===== src/rtl/boff_pkg.sv =====
package boff_pkg;
  typedef enum logic [1:0] {
    ST_NORMAL  = 2'd0,
    ST_WAIT    = 2'd1,
    ST_RECOVER = 2'd2
  } boffState_t;

  typedef struct packed {
    logic clrCounts;
    logic countEn;
  } dpCtrl_t;

  localparam logic [2:0] LEC_NOCHG = 3'b111;
  localparam logic [2:0] LEC_BIT0  = 3'b101;
endpackage


===== src/rtl/boff_dp.sv =====
module boff_dp
  import boff_pkg::*;
#(
  parameter int RUN_LEN   = 11,
  parameter int RUN_COUNT = 129,
  parameter int CNT_W     = 8
) (
  input  logic             clk,
  input  logic             rstN,
  input  logic             bitTick,
  input  logic             rxBit,
  input  dpCtrl_t          ctrl,
  output logic             runDone,
  output logic             lastRun,
  output logic [CNT_W-1:0] recErrCnt,
  output logic             lecWr,
  output logic [2:0]       lecCode,
  output logic             errCntRst
);
  localparam int BIT_W = $clog2(RUN_LEN + 1);
  localparam logic [BIT_W-1:0] BIT_LAST = BIT_W'(RUN_LEN - 1);
  localparam logic [CNT_W-1:0] RUN_LAST = CNT_W'(RUN_COUNT - 1);

  logic [BIT_W-1:0] bitCnt;
  logic             strobedBit;

  assign strobedBit = ctrl.countEn && bitTick;
  assign runDone    = strobedBit && rxBit && (bitCnt == BIT_LAST);
  assign lastRun    = (recErrCnt == RUN_LAST);

  always_ff @(posedge clk or negedge rstN) begin
    if (!rstN) begin
      bitCnt    <= '0;
      recErrCnt <= '0;
    end else if (ctrl.clrCounts) begin
      bitCnt    <= '0;
      recErrCnt <= '0;
    end else if (strobedBit) begin
      if (!rxBit) begin
        bitCnt <= '0;
      end else if (bitCnt == BIT_LAST) begin
        bitCnt    <= '0;
        recErrCnt <= lastRun ? '0 : recErrCnt + CNT_W'(1);
      end else begin
        bitCnt <= bitCnt + BIT_W'(1);
      end
    end
  end

  always_ff @(posedge clk or negedge rstN) begin
    if (!rstN) begin
      lecWr     <= 1'b0;
      lecCode   <= LEC_NOCHG;
      errCntRst <= 1'b0;
    end else begin
      lecWr     <= runDone;
      errCntRst <= runDone && lastRun;
      if (runDone) lecCode <= LEC_BIT0;
    end
  end
endmodule


===== src/rtl/boff_ctrl.sv =====
module boff_ctrl
  import boff_pkg::*;
(
  input  logic    clk,
  input  logic    rstN,
  input  logic    enterBusOff,
  input  logic    swInitSet,
  input  logic    swInitClr,
  input  logic    runDone,
  input  logic    lastRun,
  output dpCtrl_t ctrl,
  output logic    initFlag,
  output logic    busOff
);
  boffState_t state, stateNxt;
  logic       initNxt;
  logic       swRelease;

  assign swRelease = swInitClr && !swInitSet;

  always_comb begin
    stateNxt       = state;
    initNxt        = initFlag;
    ctrl.countEn   = (state == ST_RECOVER);
    ctrl.clrCounts = 1'b0;
    unique case (state)
      ST_NORMAL: begin
        if (enterBusOff) begin
          stateNxt       = ST_WAIT;
          initNxt        = 1'b1;
          ctrl.clrCounts = 1'b1;
        end else if (swInitSet) begin
          initNxt = 1'b1;
        end else if (swInitClr) begin
          initNxt = 1'b0;
        end
      end
      ST_WAIT: begin
        if (swRelease) begin
          stateNxt       = ST_RECOVER;
          initNxt        = 1'b0;
          ctrl.clrCounts = 1'b1;
        end
      end
      ST_RECOVER: begin
        if (swInitSet)      initNxt = 1'b1;
        else if (swInitClr) initNxt = 1'b0;
        if (runDone && lastRun) stateNxt = ST_NORMAL;
      end
      default: stateNxt = ST_NORMAL;
    endcase
  end

  always_ff @(posedge clk or negedge rstN) begin
    if (!rstN) begin
      state    <= ST_NORMAL;
      initFlag <= 1'b0;
      busOff   <= 1'b0;
    end else begin
      state    <= stateNxt;
      initFlag <= initNxt;
      busOff   <= (stateNxt != ST_NORMAL);
    end
  end
endmodule


===== src/rtl/boff_recovery.sv =====
module boff_recovery
  import boff_pkg::*;
#(
  parameter int RUN_LEN   = 11,
  parameter int RUN_COUNT = 129,
  parameter int CNT_W     = 8
) (
  input  logic             clk,
  input  logic             rstN,
  input  logic             bitTick,
  input  logic             rxBit,
  input  logic             enterBusOff,
  input  logic             swInitSet,
  input  logic             swInitClr,
  output logic             initFlag,
  output logic             busOff,
  output logic [CNT_W-1:0] recErrCnt,
  output logic             lecWr,
  output logic [2:0]       lecCode,
  output logic             errCntRst
);
  dpCtrl_t ctrl;
  logic    runDone;
  logic    lastRun;

  boff_ctrl u_ctrl (
    .clk        (clk),
    .rstN       (rstN),
    .enterBusOff(enterBusOff),
    .swInitSet  (swInitSet),
    .swInitClr  (swInitClr),
    .runDone    (runDone),
    .lastRun    (lastRun),
    .ctrl       (ctrl),
    .initFlag   (initFlag),
    .busOff     (busOff)
  );

  boff_dp #(
    .RUN_LEN  (RUN_LEN),
    .RUN_COUNT(RUN_COUNT),
    .CNT_W    (CNT_W)
  ) u_dp (
    .clk      (clk),
    .rstN     (rstN),
    .bitTick  (bitTick),
    .rxBit    (rxBit),
    .ctrl     (ctrl),
    .runDone  (runDone),
    .lastRun  (lastRun),
    .recErrCnt(recErrCnt),
    .lecWr    (lecWr),
    .lecCode  (lecCode),
    .errCntRst(errCntRst)
  );
endmodule


===== config.mk =====
export PLATFORM = sky130hd
export DESIGN_NAME = boff_recovery
export DESIGN_NICKNAME = d
export VERILOG_FILES = /design/src/rtl/boff_pkg.sv /design/src/rtl/boff_dp.sv /design/src/rtl/boff_ctrl.sv /design/src/rtl/boff_recovery.sv
export SDC_FILE = /design/constraint.sdc
export NUM_CORES = 1
export LEC_CHECK = 0
export BUFFER_PORTS_ARGS = -buffer_cell sky130_fd_sc_hd__buf_2
export CAP_MARGIN = 20
export CORE_ASPECT_RATIO = 1.5
export CORE_MARGIN = 8
export CORE_UTILIZATION = 55
export CTS_BUF_LIST = sky130_fd_sc_hd__clkbuf_4 sky130_fd_sc_hd__clkbuf_8
export CTS_CLUSTER_DIAMETER = 200
export DETAILED_ROUTE_END_ITERATION = 8
export GPL_TIMING_DRIVEN = 0
export PLACE_DENSITY = 0.79
export SLEW_MARGIN = 5
export SYNTH_ARGS = -nofsm -noshare
export SYNTH_HDL_FRONTEND = slang
export SYNTH_SLANG_ARGS = --single-unit

===== constraint.sdc =====
create_clock -name clk -period 2.7 [get_ports clk]
set_input_delay 0.27 -clock clk [delete_from_list [all_inputs] [get_ports clk]]
set_output_delay 0.27 -clock clk [all_outputs]
set_load 0.05 [all_outputs]

==> results by group, run 1 <==
Routing
  – Wirelength per Cell: 14.8 um
  – Drt pass-1 iters: 4
  – Post-DRT Antenna Nets: 0
  – Via Count: 984
  – DRT iter0 DRCs: 30
  – Via density: 5.89
  – # DRC: 0
  – Wirelength, routed: 2470 um

Synthesis
  – Synth top area share: 39.2%
  – Mean post-synth cell area: 9.57 um^2
  – Sequential area share after synthesis: 41.5%
  – Main synth FF type: dfrtp_1
  – FFs w/ async S/R, synth: 100%
  – Count of warnings emitted by yosys: 0
  – EDFF count, synth: 0
  – Yosys top cell by area: dfrtp_1
  – Syn Inst Count: 120
  – Netlist cell types: 43
  – Mapped cell area: 1150 um^2
  – Yosys reg bits: 19
  – Top area cells in the synthesized netlist: dfrtp_1 (39%), ha_1 (8.7%), inv_1 (3.6%), a21oi_1 (2.6%), nand3_1 (2.6%)

Clock network
  – CTS H-tree depth: 1
  – Hold_buf cts: 1
  – Clk slew on worst S/H paths: 0.10 ns
  – Post-CTS Resized: 0
  – Clk sinks: 19
  – CTS tree: yes
  – Insertion delay to the later sink of the worst-skew pair: 0.29 ns
  – Postcts setup bufs: 0
  – Maximum clock path buffer count: 2
  – Root Driver: clkbuf_4
  – CTS Buf Count: 3

Timing
  – Worst slew margin: 65.3%
  – Maximum clock frequency: 495 MHz
  – TNS Setup: 0 ns
  – Tcrit/Tclk final: 74.8%
  – Clk_skew: 0.00220 ns
  – RSZ-0062 raised after global routing: no
  – Final setup fails: 0
  – Measured slew at the worst slew-check pin: 0.519 ns
  – Period minus WS final: 2.02 ns
  – Max-slew violations: 0
  – Fin. Hold Viols: 0

Status
  – Status: complete, no violations

Power and ir drop
  – Static leakage: 0.000643 uW
  – Worst VDD drop: 0.000424 V
  – Total power: 931 uW
  – Power Dens Cells: 708 nW/um^2

GRT
  – Grt ovf: 0
  – Vias in the first global route: 1016
  – Tot GR Track Use: 13.9%
  – Initial antenna violation count: 0
  – First-pass GRT wire length: 4280 um
  – Largest net degree at the start of global routing: 20

Worst setup path
  – Required time worst endpoint: 2.90 ns
  – Max FO, Critical Path: 8
  – Worst r2r path cells: 6
  – Critical path startpoint category: flop
  – CP Data Arrival Time: 2.22 ns
  – Critical Setup Path Class: reg2reg
  – CP Capture Type: flop

Layout
  – Share of cells above drive strength 1: 24.8%
  – N_diodes: 0
  – Post-route cell area: 1320 um^2
  – Layout net count: 161
  – Commonest non-fill, non-tap cells in the layout: buf_2 (19), dfrtp_1 (18), inv_1 (11)
  – Area Overhead vs Synth: 14.5%
  – Final core occ: 65.7%
  – Most common cell after layout, fill and taps aside: buf_2

Hold path
  – Worst hold path class: in2reg
  – Min-Delay Path Depth: 3

Floorplan
  – CORE AREA: 2000 um^2
  – Standard-cell rows: 20
  – Initial Util: 57.4%
  – Die W: 53.3 um
  – IO Pins: 22
  – Die height: 72.0 um
  – Die area: 3840 um^2

Placed design
  – Placer Congestion: 0.893
  – DP Area: 1270 um^2
  – Hpwl dp: 1970 um
  – IO Port Bufs: 19

Job
  – Max_cap viols: 0
-- cell usage after synthesis, drive strengths merged, types with 3 or more instances --
cell	number
dfrtp	18
inv	11
ha	8
nand2	8
nor2	8
a21oi	6
nand3	6
nand4	4
o21ai	4
o31ai	4
a211oi	3
buf	3
nand3b	3
nor3	3
o211ai	3
-- path summary, 6_finish.rpt --
kind                            startpoint  slack (ns)           endpoint
min reg2reg                u_dp.lecCode[1]        0.50    u_dp.lecCode[1]
max reg2reg                u_ctrl.state[1]        0.68  u_dp.recErrCnt[2]
max                        u_ctrl.state[1]        0.68  u_dp.recErrCnt[2]
min in group asynchronous             rstN        0.44  u_dp.recErrCnt[7]
min                            enterBusOff        0.26    u_ctrl.initFlag
max in group asynchronous             rstN        1.94    u_dp.lecCode[1]
-- area by class of cell --
class,instances,area (um^2)
Buffer,4,30.0
Timing Repair Buffer,20,105
Sequential cell,19,477
Inverter,11,41.3
Fill cell,175,687
Clock buffer,4,30.0
Tap cell,22,27.5
Multi-Input combinational cell,87,604
-- metal layers --
layer,track usage (%),wire length [um],vias up
met4,4.79,28,0
met3,2.25,104,4
met5,0,0,-
met2,25.8,1390,23
met1,14.9,942,476
li1,-,-,481
-- cells by family (layout without fill, tap and decap cells) --
kind of cell	Yosys count	after routing	synth area share (%)
buffers and inverters	15	39	6.21
and+or+nand+nor	47	47	23.4
AOI/OAI and AO/OA	28	28	18.1
adders and majority gates	8	8	8.71
other	1	2	0.326
DFF	19	19	41.5
muxes	2	2	1.74
-- stage by stage --
| step | setup WS (ns) | hold WS [ns] | cells |
|---|---|---|---|
| 2_1_floorplan | 0.858 | -0.0256 | 121 |
| 3_3_place_gp | 0.753 | 0.220 | 162 |
| 3_5_place_dp | 0.697 | 0.229 | 162 |
| 4_1_cts | 0.700 | 0.262 | 167 |
| 5_1_grt | 0.477 | 0.262 | 167 |
| 6_report | 0.682 | 0.262 | 167 |
-- worst max-delay path, stage by stage, from the launching register on --
cell	delay, ns
dfrtp_1	0.41
inv_1	0.09
ha_1	0.24
and3b_2	0.27
nor2_1	0.43
nand3_1	0.22
o31ai_1	0.26
-- report_power, final --
group,switching [uW],internal (uW),total [uW],leakage (uW)
combinational,281,144,426,0.000372
clock,81.3,67.5,149,0.0000184
sequential,33.3,323,356,0.000253
-- registers in the layout, indices dropped and copies added, names as in the netlist --
register,count
u_ctrl.busOff,1
u_ctrl.initFlag,1
u_ctrl.state,2
u_dp.bitCnt,4
u_dp.errCntRst,1
u_dp.lecCode,1
u_dp.lecWr,1
u_dp.recErrCnt,8
No activity file was read; power rests on OpenSTA's default activity.
==> run 2, diff against run 1 <==
- ABC_AREA: unset -> 1
- clock period: 2.7 -> 2.03 ns (I/O delays scaled with it)
==> results by group, run 2 <==
Floorplan
  – Die height: 72 um (was 72.0 um)
  – CORE AREA: 2000 um^2 (unchanged)
  – IO Pins: 22 (unchanged)
  – Initial Util: 57.4% (about the same)
  – Die W: 53.3 um (about the same)
  – Standard-cell rows: 20 (unchanged)
  – Die area: 3840 um^2 (about the same)

GRT
  – First-pass GRT wire length: 4170 um (was 4280 um)
  – Largest net degree at the start of global routing: 20 (unchanged)
  – Routing usage on met2: 25.3% (was 25.8%)
  – Initial antenna violation count: 0 (unchanged)
  – GR met3 Demand/Resource: 2.66% (was 2.25%)
  – Vias in the first global route: 1026 (was 1016)
  – Met1 Use GR: 14.0% (was 14.9%)
  – Grt ovf: 0 (unchanged)
  – Tot GR Track Use: 14.2% (was 13.9%)
  – GRT Max-Usage Layer: met2 (unchanged)

Synthesis
  – Top-count cell post-synth: nand2_1 (was dfrtp_1)
  – Top post-synthesis cells by count: nand2_1 (30), inv_1 (24), dfrtp_1 (18), nor2_1 (16) (was dfrtp_1 (18), inv_1 (11), ha_1 (8), nand2_1 (8), nor2_1 (8))
  – Synth Area in Simple Gates: 25.6% (was 23.4%)
  – Synth top area share: 39.2% (about the same)
  – Count of warnings emitted by yosys: 0 (unchanged)
  – Yosys reg bits: 19 (unchanged)
  – Syn Inst Count: 144 (was 120)
  – Top area cells in the synthesized netlist: dfrtp_1 (39%), nand2_1 (9.8%), ha_1 (8.7%), inv_1 (7.8%), nor2_1 (5.2%) (was dfrtp_1 (39%), ha_1 (8.7%), inv_1 (3.6%), a21oi_1 (2.6%), nand3_1 (2.6%))
  – Yosys top cell by area: dfrtp_1 (unchanged)
  – Multiplexer area fraction after synthesis: 0.871% (was 1.74%)
  – Compound-cell area share of the yosys netlist: 10.8% (was 18.1%)
  – EDFF count, synth: 0 (unchanged)
  – FFs w/ async S/R, synth: 100% (unchanged)
  – Synthesized-area fraction occupied by xor and xnor cells: 1.52% (was 0%)
  – Netlist cell types: 27 (was 43)
  – Main combinational cell family by area after synthesis: simple AND/OR/NAND/NOR gates (unchanged)
  – Mapped cell area: 1150 um^2 (about the same)
  – Main synth FF type: dfrtp_1 (unchanged)
  – Post-Synth Adder-Cell Area: 8.71% (about the same)
  – Sequential area share after synthesis: 41.5% (about the same)
  – Mean post-synth cell area: 7.99 um^2 (was 9.57 um^2)

Layout
  – Area Overhead vs Synth: 14.5% (about the same)
  – Layout net count: 185 (was 161)
  – Final core occ: 65.8% (was 65.7%)
  – Most common cell after layout, fill and taps aside: nand2_1 (was buf_2)
  – Top reg by flops: u_dp.recErrCnt (unchanged)
  – Filler cells: 177 (was 175)
  – Layout Cells excl Fill: 191 (was 167)
  – Number of flip-flops in the largest register: 8 (unchanged)
  – Largest regs: u_dp.recErrCnt: 8 flops, u_dp.bitCnt: 4 flops, u_ctrl.state: 2 flops (unchanged)
  – Share of cells above drive strength 1: 23.7% (was 24.8%)
  – Commonest non-fill, non-tap cells in the layout: nand2_1 (30), inv_1 (24), buf_2 (19), dfrtp_1 (18), nor2_1 (16) (was buf_2 (19), dfrtp_1 (18), inv_1 (11))
  – N_diodes: 0 (unchanged)

Worst setup path
  – R2R Setup Slk: 0.35 ns (was 0.68 ns)
  – Critical path startpoint category: flop (unchanged)
  – CP max-delay cell: dfrtp_1 (was nor2_1)
  – CP startpoint: u_ctrl.state[0] (was u_ctrl.state[1])
  – Max FO, Critical Path: 10 (was 8)
  – CP Data Arrival Time: 1.90 ns (was 2.22 ns)
  – Cells along the critical path: inv_1 -> ha_1 -> nand3_2 -> nor2_4 -> inv_2 -> nand2_2 -> buf_6 -> o21ai_0 -> nand2_1 -> inv_1 (was inv_1 -> ha_1 -> and3b_2 -> nor2_1 -> nand3_1 -> o31ai_1)
  – Crit Reg-Reg Startpoint: u_ctrl.state[0] (was u_ctrl.state[1])
  – Cell repeated most along the worst path: inv_1
  – Max incr delay on CP: 0.42 ns (was 0.43 ns)
  – CP Capture Type: flop (unchanged)
  – Required time worst endpoint: 2.25 ns (was 2.90 ns)
  – Worst r2r path cells: 10 (was 6)
  – Critical Setup Path Class: reg2reg (unchanged)

Routing
  – Post-DRT Antenna Nets: 0 (unchanged)
  – # DRC: 0 (unchanged)
  – Wirelength, routed: 2440 um (was 2470 um)
  – Wirelength per Cell: 12.7 um (was 14.8 um)
  – DRT iter0 DRCs: 28 (was 30)
  – Via Count: 970 (was 984)
  – Via density: 5.08 (was 5.89)
  – Drt pass-1 iters: 4 (unchanged)

Timing
  – Fin. Hold Viols: 0 (unchanged)
  – Tcrit/Tclk final: 82.9% (was 74.8%)
  – RSZ-0062 raised after global routing: no (unchanged)
  – Max-slew violations: 0 (unchanged)
  – Final setup fails: 0 (unchanged)
  – Clk_skew: 0.00464 ns (was 0.00220 ns)
  – Period minus WS final: 1.68 ns (was 2.02 ns)
  – TNS Setup: 0 ns (unchanged)
  – Maximum clock frequency: 594 MHz (was 495 MHz)

Clock network
  – Root Driver: clkbuf_4 (unchanged)
  – CTS H-tree depth: 1 (unchanged)
  – Post-CTS Resized: 0 (unchanged)
  – Clk sinks: 19 (unchanged)
  – CTS tree: yes (unchanged)
  – CTS Buf Count: 3 (unchanged)
  – Clk slew on worst S/H paths: 0.11 ns (was 0.10 ns)
  – Maximum clock path buffer count: 2 (unchanged)
  – Insertion delay to the later sink of the worst-skew pair: 0.31 ns (was 0.29 ns)

Job
  – Max_cap viols: 0 (unchanged)

Hold path
  – Launch point of the worst hold path: enterBusOff (unchanged)
  – Min-Delay Path Depth: 3 (unchanged)
  – Worst hold path class: in2reg (unchanged)

Status
  – Status: complete, no violations (unchanged)

Placed design
  – Hpwl dp: 1940 um (was 1970 um)
  – Placer Congestion: 0.815 (was 0.893)
  – IO Port Bufs: 19 (unchanged)
  – Placed Instances: 186 (was 162)

Power and ir drop
  – Power Dens Cells: 970 nW/um^2 (was 708 nW/um^2)
  – Worst VDD drop: 0.000742 V (was 0.000424 V)
  – Static leakage: 0.000742 uW (was 0.000643 uW)
-- run 2: cell types whose count changed in the layout (fill, tap and decap cells not counted), sizes merged, moves of 3 or more --
cell    delta
nor2      +11
nand3      +3
inv       +15
o211ai     -3
nand2     +24
a211oi     -3
o31ai      -4
o21ai      +4
-- run 2: kinds of logic (layout without fill, tap and decap cells) --
group / count (synthesis) / in the layout
DFF: 19 / 19
buffers and inverters: 29 / 53
adders and majority gates: 8 / 8
xor gates and xnor gates: 2 / 2
muxes: 1 / 1
other: 1 / 2
and+or+nand+nor: 64 / 64
AOI/OAI and AO/OA: 20 / 20
-- run 2: routing by layer --
metal	up-vias	wire length, um	part of all wire [%]
met1	440	920	38
met2	28	1300	53
li1	497	-	-
met5	-	0	0
met3	5	142	5.8
met4	0	68	2.8
-- run 2: area by class of cell --
class                           count  area [um^2]  area share, %
Buffer                              3         26.3           2.00
Clock buffer                        4         30.0           2.28
Inverter                           26         97.6           7.41
Multi-Input combinational cell     97          553           42.0
Sequential cell                    19          477           36.2
Timing Repair Buffer               20          105           7.98
Tap cell                           22         27.5           2.09
-- run 2: path summary, 6_finish.rpt --
| path | to |
|---|---|
| max in group asynchronous | u_dp.lecCode[1] |
| hold reg to reg | u_dp.lecCode[1] |
| setup / recovery | u_dp.recErrCnt[7] |
| hold / removal | u_ctrl.initFlag |
| setup reg to reg | u_dp.recErrCnt[7] |
| min in group asynchronous | u_dp.recErrCnt[4] |
-- run 2: critical path, delay by kind of cell (launching register included) --
family | cells | cell delay [ns]
AO/OA/AOI/OAI | 1 | 0.10
AND/OR/NAND/NOR | 4 | 0.47
flip-flops | 1 | 0.42
buffers and inverters | 4 | 0.34
adder cells (fa/ha/maj) | 1 | 0.27
-- run 2: timing repair --
| action | CTS | global route |
|---|---|---|
| hold endpoints to repair | 18 | 0 |
| hold buffers | 1 | 0 |
| buffers inserted | 0 | 0 |
-- run 2: stage by stage --
stage / instance area, um^2 / hold slack [ns] / setup slack (ns) / total power, uW
after CTS: 1320 / 0.165 / 0.343 / 1290
final: 1320 / 0.166 / 0.348 / 1280
after floorplan: 1150 / -0.0926 / 0.436 / 930
after detailed placement: 1280 / 0.167 / 0.359 / 1070
after global placement: 1280 / 0.162 / 0.398 / 1040
after global routing: 1320 / 0.169 / 0.140 / 1370
-- run 2: power breakdown --
part	switching [uW]	internal (uW)
registers	41.6	432
logic	408	183
clock network	122	90.4
